$ cat src/rtl/mdm_pkg.sv
package mdm_pkg;

    localparam int PIN_W  = 6;
    localparam int ADDR_W = 8;
    localparam int DATA_W = 8;
    localparam int MODE_W = 3;
    localparam int SYNC_STAGES = 2;

    // pin bit positions
    localparam int IDX_RING      = 0;
    localparam int IDX_CARRIER   = 1;
    localparam int IDX_PEER_RDY  = 2;
    localparam int IDX_LOCAL_RDY = 3;
    localparam int IDX_TX_GRANT  = 4;
    localparam int IDX_TX_REQ    = 5;

    // register addresses
    localparam logic [ADDR_W-1:0] A_MODE = 8'h1A;
    localparam logic [ADDR_W-1:0] A_DIR  = 8'h1B;
    localparam logic [ADDR_W-1:0] A_MASK = 8'h1C;
    localparam logic [ADDR_W-1:0] A_SET  = 8'h1D;
    localparam logic [ADDR_W-1:0] A_CLR  = 8'h1E;
    localparam logic [ADDR_W-1:0] A_STAT = 8'h1F;

    // mode codes
    localparam logic [MODE_W-1:0] MD_MANUAL   = 3'd0;
    localparam logic [MODE_W-1:0] MD_REQ_GNT  = 3'd1;
    localparam logic [MODE_W-1:0] MD_READY    = 3'd2;
    localparam logic [MODE_W-1:0] MD_BUS      = 3'd3;
    localparam logic [MODE_W-1:0] MD_BUS_ADDR = 3'd4;

    localparam logic [PIN_W-1:0] DIR_RST  = (PIN_W'(1) << IDX_LOCAL_RDY) | (PIN_W'(1) << IDX_TX_REQ);
    localparam logic [PIN_W-1:0] MASK_RST = '1;
    localparam logic [PIN_W-1:0] OUT_RST  = '1;

    typedef struct packed {
        logic                  mode_hit;
        logic                  dir_hit;
        logic                  mask_hit;
        logic                  set_hit;
        logic                  clr_hit;
        logic [DATA_W-1:0]     data;
    } reg_wr_t;

    function automatic reg_wr_t decode_wr(input logic en,
                                          input logic [ADDR_W-1:0] a,
                                          input logic [DATA_W-1:0] d);
        reg_wr_t r;
        r.mode_hit = en && (a == A_MODE);
        r.dir_hit  = en && (a == A_DIR);
        r.mask_hit = en && (a == A_MASK);
        r.set_hit  = en && (a == A_SET);
        r.clr_hit  = en && (a == A_CLR);
        r.data     = d;
        return r;
    endfunction

    // one-hot set of pins taken over by the handshake logic
    function automatic logic [PIN_W-1:0] auto_owned(input logic [MODE_W-1:0] m);
        logic [PIN_W-1:0] v;
        v = '0;
        case (m)
            MD_REQ_GNT, MD_BUS, MD_BUS_ADDR: v[IDX_TX_REQ]    = 1'b1;
            MD_READY:                        v[IDX_LOCAL_RDY] = 1'b1;
            default:                         v = '0;
        endcase
        return v;
    endfunction

    // pin level driven on the owned pin (active low)
    function automatic logic auto_level(input logic [MODE_W-1:0] m,
                                        input logic rx_ready,
                                        input logic tx_busy);
        logic lvl;
        case (m)
            MD_BUS, MD_BUS_ADDR: lvl = ~tx_busy;
            default:             lvl = ~rx_ready;
        endcase
        return lvl;
    endfunction

    // one-hot input pin that gates the transmitter, zero when ungated
    function automatic logic [PIN_W-1:0] gate_src(input logic [MODE_W-1:0] m);
        logic [PIN_W-1:0] v;
        v = '0;
        case (m)
            MD_REQ_GNT: v[IDX_TX_GRANT] = 1'b1;
            MD_READY:   v[IDX_PEER_RDY] = 1'b1;
            default:    v = '0;
        endcase
        return v;
    endfunction

endpackage

$ cat src/rtl/mdm_sync.sv
module mdm_sync #(
    parameter int W = 6,
    parameter int STAGES = 2,
    parameter logic [W-1:0] RST_VAL = '1
) (
    input  logic         clk,
    input  logic         rst,
    input  logic [W-1:0] d,
    output logic [W-1:0] q
);
    logic [W-1:0] chain [STAGES];

    for (genvar s = 0; s < STAGES; s++) begin : g_stage
        if (s == 0) begin : g_first
            always_ff @(posedge clk) begin
                if (rst) chain[s] <= RST_VAL;
                else     chain[s] <= d;
            end
        end else begin : g_next
            always_ff @(posedge clk) begin
                if (rst) chain[s] <= RST_VAL;
                else     chain[s] <= chain[s-1];
            end
        end
    end

    assign q = chain[STAGES-1];
endmodule

$ cat src/rtl/mdm_regs.sv
module mdm_regs
    import mdm_pkg::*;
(
    input  logic                clk,
    input  logic                rst,
    input  logic                wr_en,
    input  logic [ADDR_W-1:0]   addr,
    input  logic [DATA_W-1:0]   wdata,
    output logic [MODE_W-1:0]   mode_q,
    output logic [PIN_W-1:0]    dir_q,
    output logic [PIN_W-1:0]    mask_q,
    output logic [PIN_W-1:0]    latch_q
);
    reg_wr_t wr;
    logic    unused_hi;

    assign wr        = decode_wr(wr_en, addr, wdata);
    assign unused_hi = ^wr.data[DATA_W-1:PIN_W];

    always_ff @(posedge clk) begin
        if (rst) begin
            mode_q  <= MD_MANUAL;
            dir_q   <= DIR_RST;
            mask_q  <= MASK_RST;
            latch_q <= OUT_RST;
        end else begin
            if (wr.mode_hit) mode_q <= wr.data[MODE_W-1:0];
            if (wr.dir_hit)  dir_q  <= wr.data[PIN_W-1:0];
            if (wr.mask_hit) mask_q <= wr.data[PIN_W-1:0];
            if (wr.set_hit)
                latch_q <= latch_q | wr.data[PIN_W-1:0];
            else if (wr.clr_hit)
                latch_q <= latch_q & ~wr.data[PIN_W-1:0];
        end
    end
endmodule

$ cat src/rtl/mdm_pin_mux.sv
module mdm_pin_mux
    import mdm_pkg::*;
(
    input  logic [MODE_W-1:0] mode,
    input  logic [PIN_W-1:0]  latch,
    input  logic [PIN_W-1:0]  dir,
    input  logic [PIN_W-1:0]  pins_sync,
    input  logic              rx_ready,
    input  logic              tx_busy,
    output logic [PIN_W-1:0]  out_lvl,
    output logic [PIN_W-1:0]  out_en,
    output logic              tx_allow
);
    logic [PIN_W-1:0] owned;
    logic [PIN_W-1:0] gate;
    logic             lvl;

    assign owned = auto_owned(mode);
    assign gate  = gate_src(mode);
    assign lvl   = auto_level(mode, rx_ready, tx_busy);

    for (genvar i = 0; i < PIN_W; i++) begin : g_pin
        assign out_lvl[i] = owned[i] ? lvl  : latch[i];
        assign out_en[i]  = owned[i] ? 1'b1 : dir[i];
    end

    // gating pin is active low: allowed while it reads 0
    assign tx_allow = (gate == '0) ? 1'b1 : ((pins_sync & gate) == '0);
endmodule

$ cat src/rtl/mdm_irq.sv
module mdm_irq
    import mdm_pkg::*;
(
    input  logic             clk,
    input  logic             rst,
    input  logic [PIN_W-1:0] pins_sync,
    input  logic [PIN_W-1:0] out_en,
    input  logic [PIN_W-1:0] mask,
    input  logic             ack,
    output logic             irq
);
    logic [PIN_W-1:0] prev_q;
    logic [PIN_W-1:0] change;

    assign change = (pins_sync ^ prev_q) & ~out_en & ~mask;

    always_ff @(posedge clk) begin
        if (rst) begin
            prev_q <= OUT_RST;
            irq    <= 1'b0;
        end else begin
            prev_q <= pins_sync;
            irq    <= (irq & ~ack) | (|change);
        end
    end
endmodule

$ cat src/rtl/mdm_pin_ctrl.sv
module mdm_pin_ctrl
    import mdm_pkg::*;
(
    input  logic              clk,
    input  logic              rst,
    input  logic              wr_en,
    input  logic              rd_en,
    input  logic [ADDR_W-1:0] addr,
    input  logic [DATA_W-1:0] wdata,
    output logic [DATA_W-1:0] rdata,
    input  logic [PIN_W-1:0]  pad_in,
    output logic [PIN_W-1:0]  pad_out,
    output logic [PIN_W-1:0]  pad_oe,
    input  logic              uart_rx_ready,
    input  logic              uart_tx_busy,
    output logic              uart_tx_allow,
    output logic              irq
);
    logic [MODE_W-1:0] mode_q;
    logic [PIN_W-1:0]  dir_q, mask_q, latch_q, sync_q;
    logic [PIN_W-1:0]  out_w, oe_w, status_w;
    logic              stat_rd;

    mdm_regs u_regs (
        .clk(clk), .rst(rst), .wr_en(wr_en), .addr(addr), .wdata(wdata),
        .mode_q(mode_q), .dir_q(dir_q), .mask_q(mask_q), .latch_q(latch_q)
    );

    mdm_sync #(.W(PIN_W), .STAGES(SYNC_STAGES), .RST_VAL(OUT_RST)) u_sync (
        .clk(clk), .rst(rst), .d(pad_in), .q(sync_q)
    );

    mdm_pin_mux u_mux (
        .mode(mode_q), .latch(latch_q), .dir(dir_q), .pins_sync(sync_q),
        .rx_ready(uart_rx_ready), .tx_busy(uart_tx_busy),
        .out_lvl(out_w), .out_en(oe_w), .tx_allow(uart_tx_allow)
    );

    assign stat_rd = rd_en && (addr == A_STAT);

    mdm_irq u_irq (
        .clk(clk), .rst(rst), .pins_sync(sync_q), .out_en(oe_w),
        .mask(mask_q), .ack(stat_rd), .irq(irq)
    );

    assign status_w = (sync_q & ~oe_w) | (out_w & oe_w);
    assign pad_out  = out_w;
    assign pad_oe   = oe_w;

    always_ff @(posedge clk) begin
        if (rst) begin
            rdata <= '0;
        end else if (rd_en) begin
            case (addr)
                A_MODE:       rdata <= DATA_W'(mode_q);
                A_DIR:        rdata <= DATA_W'(dir_q);
                A_MASK:       rdata <= DATA_W'(mask_q);
                A_SET, A_CLR: rdata <= DATA_W'(latch_q);
                A_STAT:       rdata <= DATA_W'(status_w);
                default:      rdata <= '0;
            endcase
        end
    end
endmodule

$ cat config.mk
export PLATFORM = sky130hd
export DESIGN_NAME = mdm_pin_ctrl
export DESIGN_NICKNAME = d
export VERILOG_FILES = /design/src/rtl/mdm_pkg.sv /design/src/rtl/mdm_sync.sv /design/src/rtl/mdm_regs.sv /design/src/rtl/mdm_pin_mux.sv /design/src/rtl/mdm_irq.sv /design/src/rtl/mdm_pin_ctrl.sv
export SDC_FILE = /design/constraint.sdc
export NUM_CORES = 1
export LEC_CHECK = 0
export ABC_CLOCK_PERIOD_IN_PS = 1800
export BUFFER_PORTS_ARGS = -buffer_cell sky130_fd_sc_hd__buf_2
export CAP_MARGIN = 10
export CORE_ASPECT_RATIO = 1.4
export CORE_MARGIN = 1
export CORE_UTILIZATION = 56
export CTS_BUF_LIST = sky130_fd_sc_hd__clkbuf_4
export DETAILED_ROUTE_END_ITERATION = 12
export PLACE_DENSITY = 0.82
export SYNTH_ARGS = -nofsm -noshare
export SYNTH_HDL_FRONTEND = slang
export SYNTH_SLANG_ARGS = --single-unit
$ cat constraint.sdc
create_clock -name clk -period 1.8 [get_ports clk]
set_input_delay 0.18 -clock clk [delete_from_list [all_inputs] [get_ports clk]]
set_output_delay 0.18 -clock clk [all_outputs]
set_load 0.02 [all_outputs]
==> parameters.txt, run 1 <==
Parameter                              Value

Logic synthesis
  Synthesis Warnings ... 0
  Fraction of registers with async set or reset after synthesis ... 0%
  Top-area cell type share of the netlist area ... around two fifths
  Post-Synth XOR/XNOR Area ... around 2.7%
  Mux cell area share after synthesis ... approximately 6.2%
  Number of enable-type register cells in the synthesized netlist ... 0
  Mapped cell area ... roughly 0.0023 mm2
  Post-synth top cells ... 46 x sky130_fd_sc_hd__dfxtp_1, 22 x sky130_fd_sc_hd__a21oi_1, 21 x sky130_fd_sc_hd__nand2_1, 21 x sky130_fd_sc_hd__nor2_1, 18 x sky130_fd_sc_hd__or2_2
  Area share of fa/ha/maj cells after synthesis ... 0%
  Number of storage elements in the synthesis netlist ... 46
  Largest area contributor in the netlist ... sky130_fd_sc_hd__dfxtp_1
  Most used flip-flop cell after synthesis ... sky130_fd_sc_hd__dfxtp_1
  Most common cell in the netlist ... sky130_fd_sc_hd__dfxtp_1
  Fraction of the yosys area taken by sequential cells ... 40.7%
  Synthesized instance count ... roughly 260
  Post-synthesis compound-gate area fraction ... 16.2%
  Top area cells in the synthesized netlist ... sky130_fd_sc_hd__dfxtp_1 41%, sky130_fd_sc_hd__mux2i_1 6.2%, sky130_fd_sc_hd__or2_2 5.0%, sky130_fd_sc_hd__a21oi_1 4.9%, sky130_fd_sc_hd__o21ai_0 3.8%
  Basic-gate share of the synthesized area counting and, or, nand and nor cells ... about a quarter
  Avg Cell Area, Syn ... around 8.6 um2
  Number of distinct library cells after synthesis ... 51
  Dominant combinational cell family by area after synthesis ... simple AND/OR/NAND/NOR gates

Floorplanning
  Total I/O pin count ... 50
  Effective utilization at floorplan ... approximately three fifths
  Die footprint ... around 0.0043 mm2
  Standard-cell rows ... 27
  Core area ... slightly below 0.004 mm2
  Horizontal die dimension ... around 56 um
  Chip height ... 77.2 um

Routing
  Number of iterations in the first detailed-routing pass ... 5
  Count of nets left with antenna violations after detail routing ... 0
  Count of unresolved DRC violations after routing ... 0
  Number of design-rule violations left by the first detailed-router iteration ... between 70 and 80
  Routed wire length ... 5230 um
  Via count of the routed design ... between 1500 and 2000
  Average detailed-routed wire length per instance ... approximately 15 um
  Via/cell ratio ... around 5.7

Timing
  RSZ-0062 raised after global routing ... no
  Hold violation count in the final report ... 0
  Post-layout worst setup margin ... around 140 ps
  Final min period ... approximately 1700 ps
  Summed negative setup slack over all endpoints ... 0 ps
  Worst-case clock skew ... 16.4 ps
  Maximum clock rate ... about 0.60 GHz
  Worst relative slew slack ... between 60% and 70%
  Final worst-path cycle share ... between 90% and 100%
  Actual slew at the worst max-slew pin ... roughly 500 ps
  Slew Viols, Final ... 0
  Min Hold Slack ... roughly 86 ps
  Number of setup violations in the final report ... 0

Power and ir drop
  Leakage power total ... between 0.001 and 0.0015 uW
  Net switching power figure ... 419 uW
  Clock share of power ... between 20 and 30%
  Portion of total power attributed to sequential cells ... about 62%
  Power density of the placed cells ... around 660 mW/mm2
  Largest vdd supply drop ... between 0.0005 and 0.0006 V
  Int Pwr ... about 1300 uW
  Share of total power consumed by net switching ... between 20% and 30%
  Part of the power in combinational logic ... approximately a tenth

Placed design
  Post-placement setup slack ... ~240 ps
  Standard cell area after detailed placement ... between 0.002 and 0.0025 mm2
  Detailed placer's ending HPWL ... around 3900 um
  Quantity of I/O buffers inserted on ports ... 45
  Placed cell count ... 338
  Placer Congestion ... roughly 0.85

Worst setup path
  Setup crit start kind ... flip-flop
  Critical Setup Path Class ... flip-flop to primary output
  Master of the slowest instance on the critical path ... sky130_fd_sc_hd__dfxtp_1
  Delay of the slowest cell on the worst path ... between 300 and 400 ps
  Largest delay share family, worst path ... flip-flops
  Setup crit end kind ... primary output
  Crit Path Max Fanout ... 6
  Data required, critical path ... 1620 ps
  CP Buf/Inv Count ... 2
  Arr. time, crit path ... about 1500 ps
  Series of cell instances along the critical path ... buf_4, o211a_1, a21oi_1, nand2_1, buf_2

Clock network
  Clock sink count ... 46
  Clock tree from TritonCTS ... done
  Depth of the CTS H-tree ... 2
  Clock Latency Late Sink ... 360 ps
  Max clock buf depth ... 2
  Reg clk slew, reported paths ... between 100 and 150 ps
  Clock tree root driver cell ... sky130_fd_sc_hd__clkbuf_4
  Setup Buffers After CTS ... 0
  CTS Buf Count ... 5

GRT
  Number of global-route vias before repair ... approximately 1900
  GRT Residual Overflow ... 0
  Pin count of the biggest net entering global routing ... 20
  All-layer global routing usage ... 24.9%
  Number of antenna violations at the first check in global routing ... 0
  Global-route wire length before repair ... between 8000 and 9000 um

Status
  Result of the run ... finished clean

Layout
  Number of standard cells in the layout, taps in and fillers out ... between 300 and 400
  Share of cells above drive strength 1 ... ~28%
  Post-layout nets ... 336
  Design Area, Final ... between 0.002 and 0.003 mm2
  Diode count ... 0
  Area added between synthesis and finish ... 13.6%

Worst hold path
  Class of the most critical hold timing path ... primary input to flip-flop

Run
  Number of max-capacitance violations reported ... 0
[logic make-up after synthesis]
logic type,count (synthesis)
buffers and inverters,32
flip-flops,46
XOR/XNOR,7
AND/OR/NAND/NOR,102
multiplexers,14
AO/OA/AOI/OAI,61
other,1
[power groups by stage]
stage,combinational (uW),clock [uW],sequential [uW]
6_report,165,478,1040
5_1_grt,178,512,1050
4_1_cts,163,487,1040
3_5_place_dp,152,0,1070
3_3_place_gp,149,0,1070
2_1_floorplan,93.4,0,1070
[layer usage]
metal / track usage (%) / vias up / routed length, um
met5: 0 / - / 0
met4: 17.3 / 0 / 238
met3: 4.89 / 18 / 241
met2: 43.9 / 66 / 2670
met1: 26.0 / 911 / 2070
li1: - / 992 / -
[placed cells by master, fill, tap and decap left out, types with 3 or more instances in the layout]
master,netlist,final
sky130_fd_sc_hd__dfxtp_1,46,44
sky130_fd_sc_hd__mux2i_1,14,14
sky130_fd_sc_hd__nor2_1,21,21
sky130_fd_sc_hd__nand3_1,3,3
sky130_fd_sc_hd__nor3_1,6,6
sky130_fd_sc_hd__o211ai_1,5,5
sky130_fd_sc_hd__nand2b_1,3,3
sky130_fd_sc_hd__inv_1,10,10
sky130_fd_sc_hd__a21oi_1,22,22
sky130_fd_sc_hd__buf_2,2,45
sky130_fd_sc_hd__or2_2,18,18
sky130_fd_sc_hd__o21ai_0,17,17
sky130_fd_sc_hd__xnor2_1,6,6
sky130_fd_sc_hd__nor2b_1,6,6
sky130_fd_sc_hd__buf_4,11,8
sky130_fd_sc_hd__dlygate4sd3_1,0,6
sky130_fd_sc_hd__nand4_1,3,3
sky130_fd_sc_hd__a22oi_1,3,3
sky130_fd_sc_hd__nand2_1,21,21
sky130_fd_sc_hd__clkbuf_4,0,6
sky130_fd_sc_hd__nand3b_1,3,3
[area by class of cell]
cell class | instances | area [um2]
clock inverters | 1 | 7.51
inverters | 10 | 37.5
flip-flops and latches | 46 | 923
fillers | 337 | 1320
well taps | 43 | 53.8
clock buffers | 6 | 45.0
multi-input cells | 186 | 1160
repair buffers | 59 | 345
[worst paths after layout]
kind,from,end,slack [ps],depth (start not counted)
worst max-delay path,u_regs.mode_q[1],pad_out[5],140,5
worst min-delay path,wdata[5],u_regs.dir_q[5],90,3
worst max register to register,u_regs.mode_q[1],rdata[3],290,5
worst min register to register,u_sync.chain[0][2],u_sync.chain[1][2],420,1
[per-stage QoR]
| stage | utilization, % | total power [uW] |
|---|---|---|
| floorplan | - | 1160 |
| global placement | 63.0 | 1220 |
| detailed placement | 63.0 | 1220 |
| CTS | 65.9 | 1690 |
| global route | 66.2 | 1740 |
| finish | 66.2 | 1690 |
[worst register-to-register path, delay by kind of cell (launching register included)]
kind               cells  cell delay (ps)
AOI/OAI and AO/OA      3              540
DFF                    1              410
and+or+nand+nor        2              500
[repair_timing]
| item | in CTS | in global routing |
|---|---|---|
| resized for setup | 0 | 3 |
| endpoints found under the setup margin | 0 | 2 |
| hold buffers | 6 | 0 |
| endpoints found under the hold margin | 6 | 0 |
(Power assumes the default switching activity.)
==> run 2, diff against run 1 <==
CORE_MARGIN = 3   (was 1)
==> run 2 against run 1 <==
Compared with the run above: largest power group unchanged; sequential power about the same; critical path type unchanged; global-route usage decreased by 3.4 points; first-iteration DRC count decreased by 7.8%; critical path depth decreased by 1; highest routed layer unchanged; fmax increased by 0.72%.
==> parameters.txt, run 2 (synthesized netlist as in run 1, its figures left out) <==
Parameter                              Value

Floorplanning
  Die footprint ... 0.00485 mm2
  Horizontal die dimension ... roughly 60 um
  Total I/O pin count ... 50
  Standard-cell rows ... 26
  Chip height ... between 80 and 90 um
  Core area ... between 0.003 and 0.004 mm2
  Effective utilization at floorplan ... 59.9%

Worst setup path
  Crit Path Max Fanout ... 9
  Arr. time, crit path ... 1470 ps
  Setup crit end kind ... primary output
  Master of the slowest instance on the critical path ... sky130_fd_sc_hd__dfxtp_2
  Delay of the slowest cell on the worst path ... 440 ps
  Data required, critical path ... ~1600 ps
  Worst r2r path cells ... 5
  Setup crit start kind ... flip-flop
  CP Buf/Inv Count ... 1
  Number of cells on the critical path ... 4
  Largest delay share family, worst path ... flip-flops
  Critical Setup Path Class ... flip-flop to primary output
  Series of cell instances along the critical path ... nor3b_4, nor2_1, a21oi_1, buf_2

Clock network
  Reg clk slew, reported paths ... between 100 and 150 ps
  Setup Buffers After CTS ... 0
  CTS Buf Count ... 5
  Depth of the CTS H-tree ... 2
  Max clock buf depth ... 2
  Clock tree root driver cell ... sky130_fd_sc_hd__clkbuf_4
  Clock Latency Late Sink ... 360 ps
  Clock sink count ... 46
  Clock tree from TritonCTS ... done

Placed design
  Quantity of I/O buffers inserted on ports ... 45
  Placed cell count ... 333
  Detailed placer's ending HPWL ... roughly 3800 um
  Placer Congestion ... between 0.8 and 0.9

Routing
  Average detailed-routed wire length per instance ... around 15 um
  Routed wire length ... slightly above 5000 um
  Number of design-rule violations left by the first detailed-router iteration ... approximately 70
  Met2 routed wirelength ... about 2500 um
  Count of unresolved DRC violations after routing ... 0
  Detail Route met3 WL ... about 300 um
  Count of nets left with antenna violations after detail routing ... 0
  Via/cell ratio ... 5.66
  Via count of the routed design ... about 2000
  Metal1 wirelength ... between 2000 and 2500 um
  Number of iterations in the first detailed-routing pass ... 4
  Max Used Layer ... met4

Timing
  Worst-case clock skew ... between 10 and 15 ps
  Min Hold Slack ... 82.5 ps
  Hold violation count in the final report ... 0
  Number of setup violations in the final report ... 0
  Final min period ... around 1700 ps
  Final worst-path cycle share ... around nine tenths
  Maximum clock rate ... 0.605 GHz
  Summed negative setup slack over all endpoints ... 0 ps
  RSZ-0062 raised after global routing ... no
  Slew Viols, Final ... 0

Layout
  Diode count ... 0
  Post-layout nets ... about 330
  Leading cell type in the layout, fill and taps excluded ... sky130_fd_sc_hd__buf_2
  Share of cells above drive strength 1 ... around 27%
  Multi-input gate area in the final layout ... approximately 0.0012 mm2
  Fill cell count ... around 320
  Seq. cell area ... around 920 um2
  Final core utilization ... roughly two thirds
  Top library cells by usage in the layout, fill and taps aside ... 45 x sky130_fd_sc_hd__buf_2, 43 x sky130_fd_sc_hd__dfxtp_1, 22 x sky130_fd_sc_hd__a21oi_1
  Number of standard cells in the layout, taps in and fillers out ... roughly 350
  Area added between synthesis and finish ... 12.1%

GRT
  Number of antenna violations at the first check in global routing ... 0
  Number of global-route vias before repair ... between 1500 and 2000
  All-layer global routing usage ... 21.4%
  Pin count of the biggest net entering global routing ... 22
  GRT Residual Overflow ... 0
  Global-route wire length before repair ... between 7000 and 8000 um

Power and ir drop
  Largest vdd supply drop ... between 0.0005 and 0.0006 V
  Leakage power total ... 0.00110 uW
  Power density of the placed cells ... between 600 and 700 mW/mm2

Status
  Result of the run ... finished clean

Worst hold path
  Number of cells on the worst hold path ... 3
  Class of the most critical hold timing path ... primary input to flip-flop

Run
  Number of max-capacitance violations reported ... 0
## run 2: final timing paths
check                                   startpoint                 end  slack, ps
worst min register to register  u_sync.chain[0][0]  u_sync.chain[1][0]        420
worst max register to register    u_regs.mode_q[1]            rdata[3]        260
worst min-delay path                      wdata[3]     u_regs.dir_q[3]         80
worst max-delay path              u_regs.mode_q[1]          pad_out[3]        150
## run 2: final cells by class
type,count,share of cell area [%]
inverter,10,1.48
multi-input combinational,186,45.4
tap,42,2.07
clock buffer,5,1.48
sequential,46,36.5
clock inverter,3,0.642
timing repair buffer,55,12.4
## run 2: worst min-delay path, cell delays in order
cell,delay [ps]
sky130_fd_sc_hd__buf_2,110
sky130_fd_sc_hd__mux2i_1,70
sky130_fd_sc_hd__nand2_1,60
## run 2: metrics by stage
step	area, um2	total power [uW]	setup WS, ps
finish	2530	1680	148
global route	2530	1750	73.0
CTS	2530	1690	26.9
detailed placement	2420	1220	205
global placement	2420	1220	221
floorplan	2270	1160	375
## run 2: power by group
part | internal, uW | switching, uW
logic | 71.6 | 91.1
registers | 1040 | 9.22
clock network | 146 | 331
## run 2: metal layers
layer	up-vias	track usage (%)
met5	-	0
met1	897	24.0
met4	0	11.3
met2	68	37.2
met3	15	4.13
li1	983	-
## run 2: timing repair
action / in CTS / in global routing
hold endpoints to repair: 6 / 0
endpoints found under the setup margin: 0 / 4
hold buffers: 6 / 0
resized for setup: 0 / 3
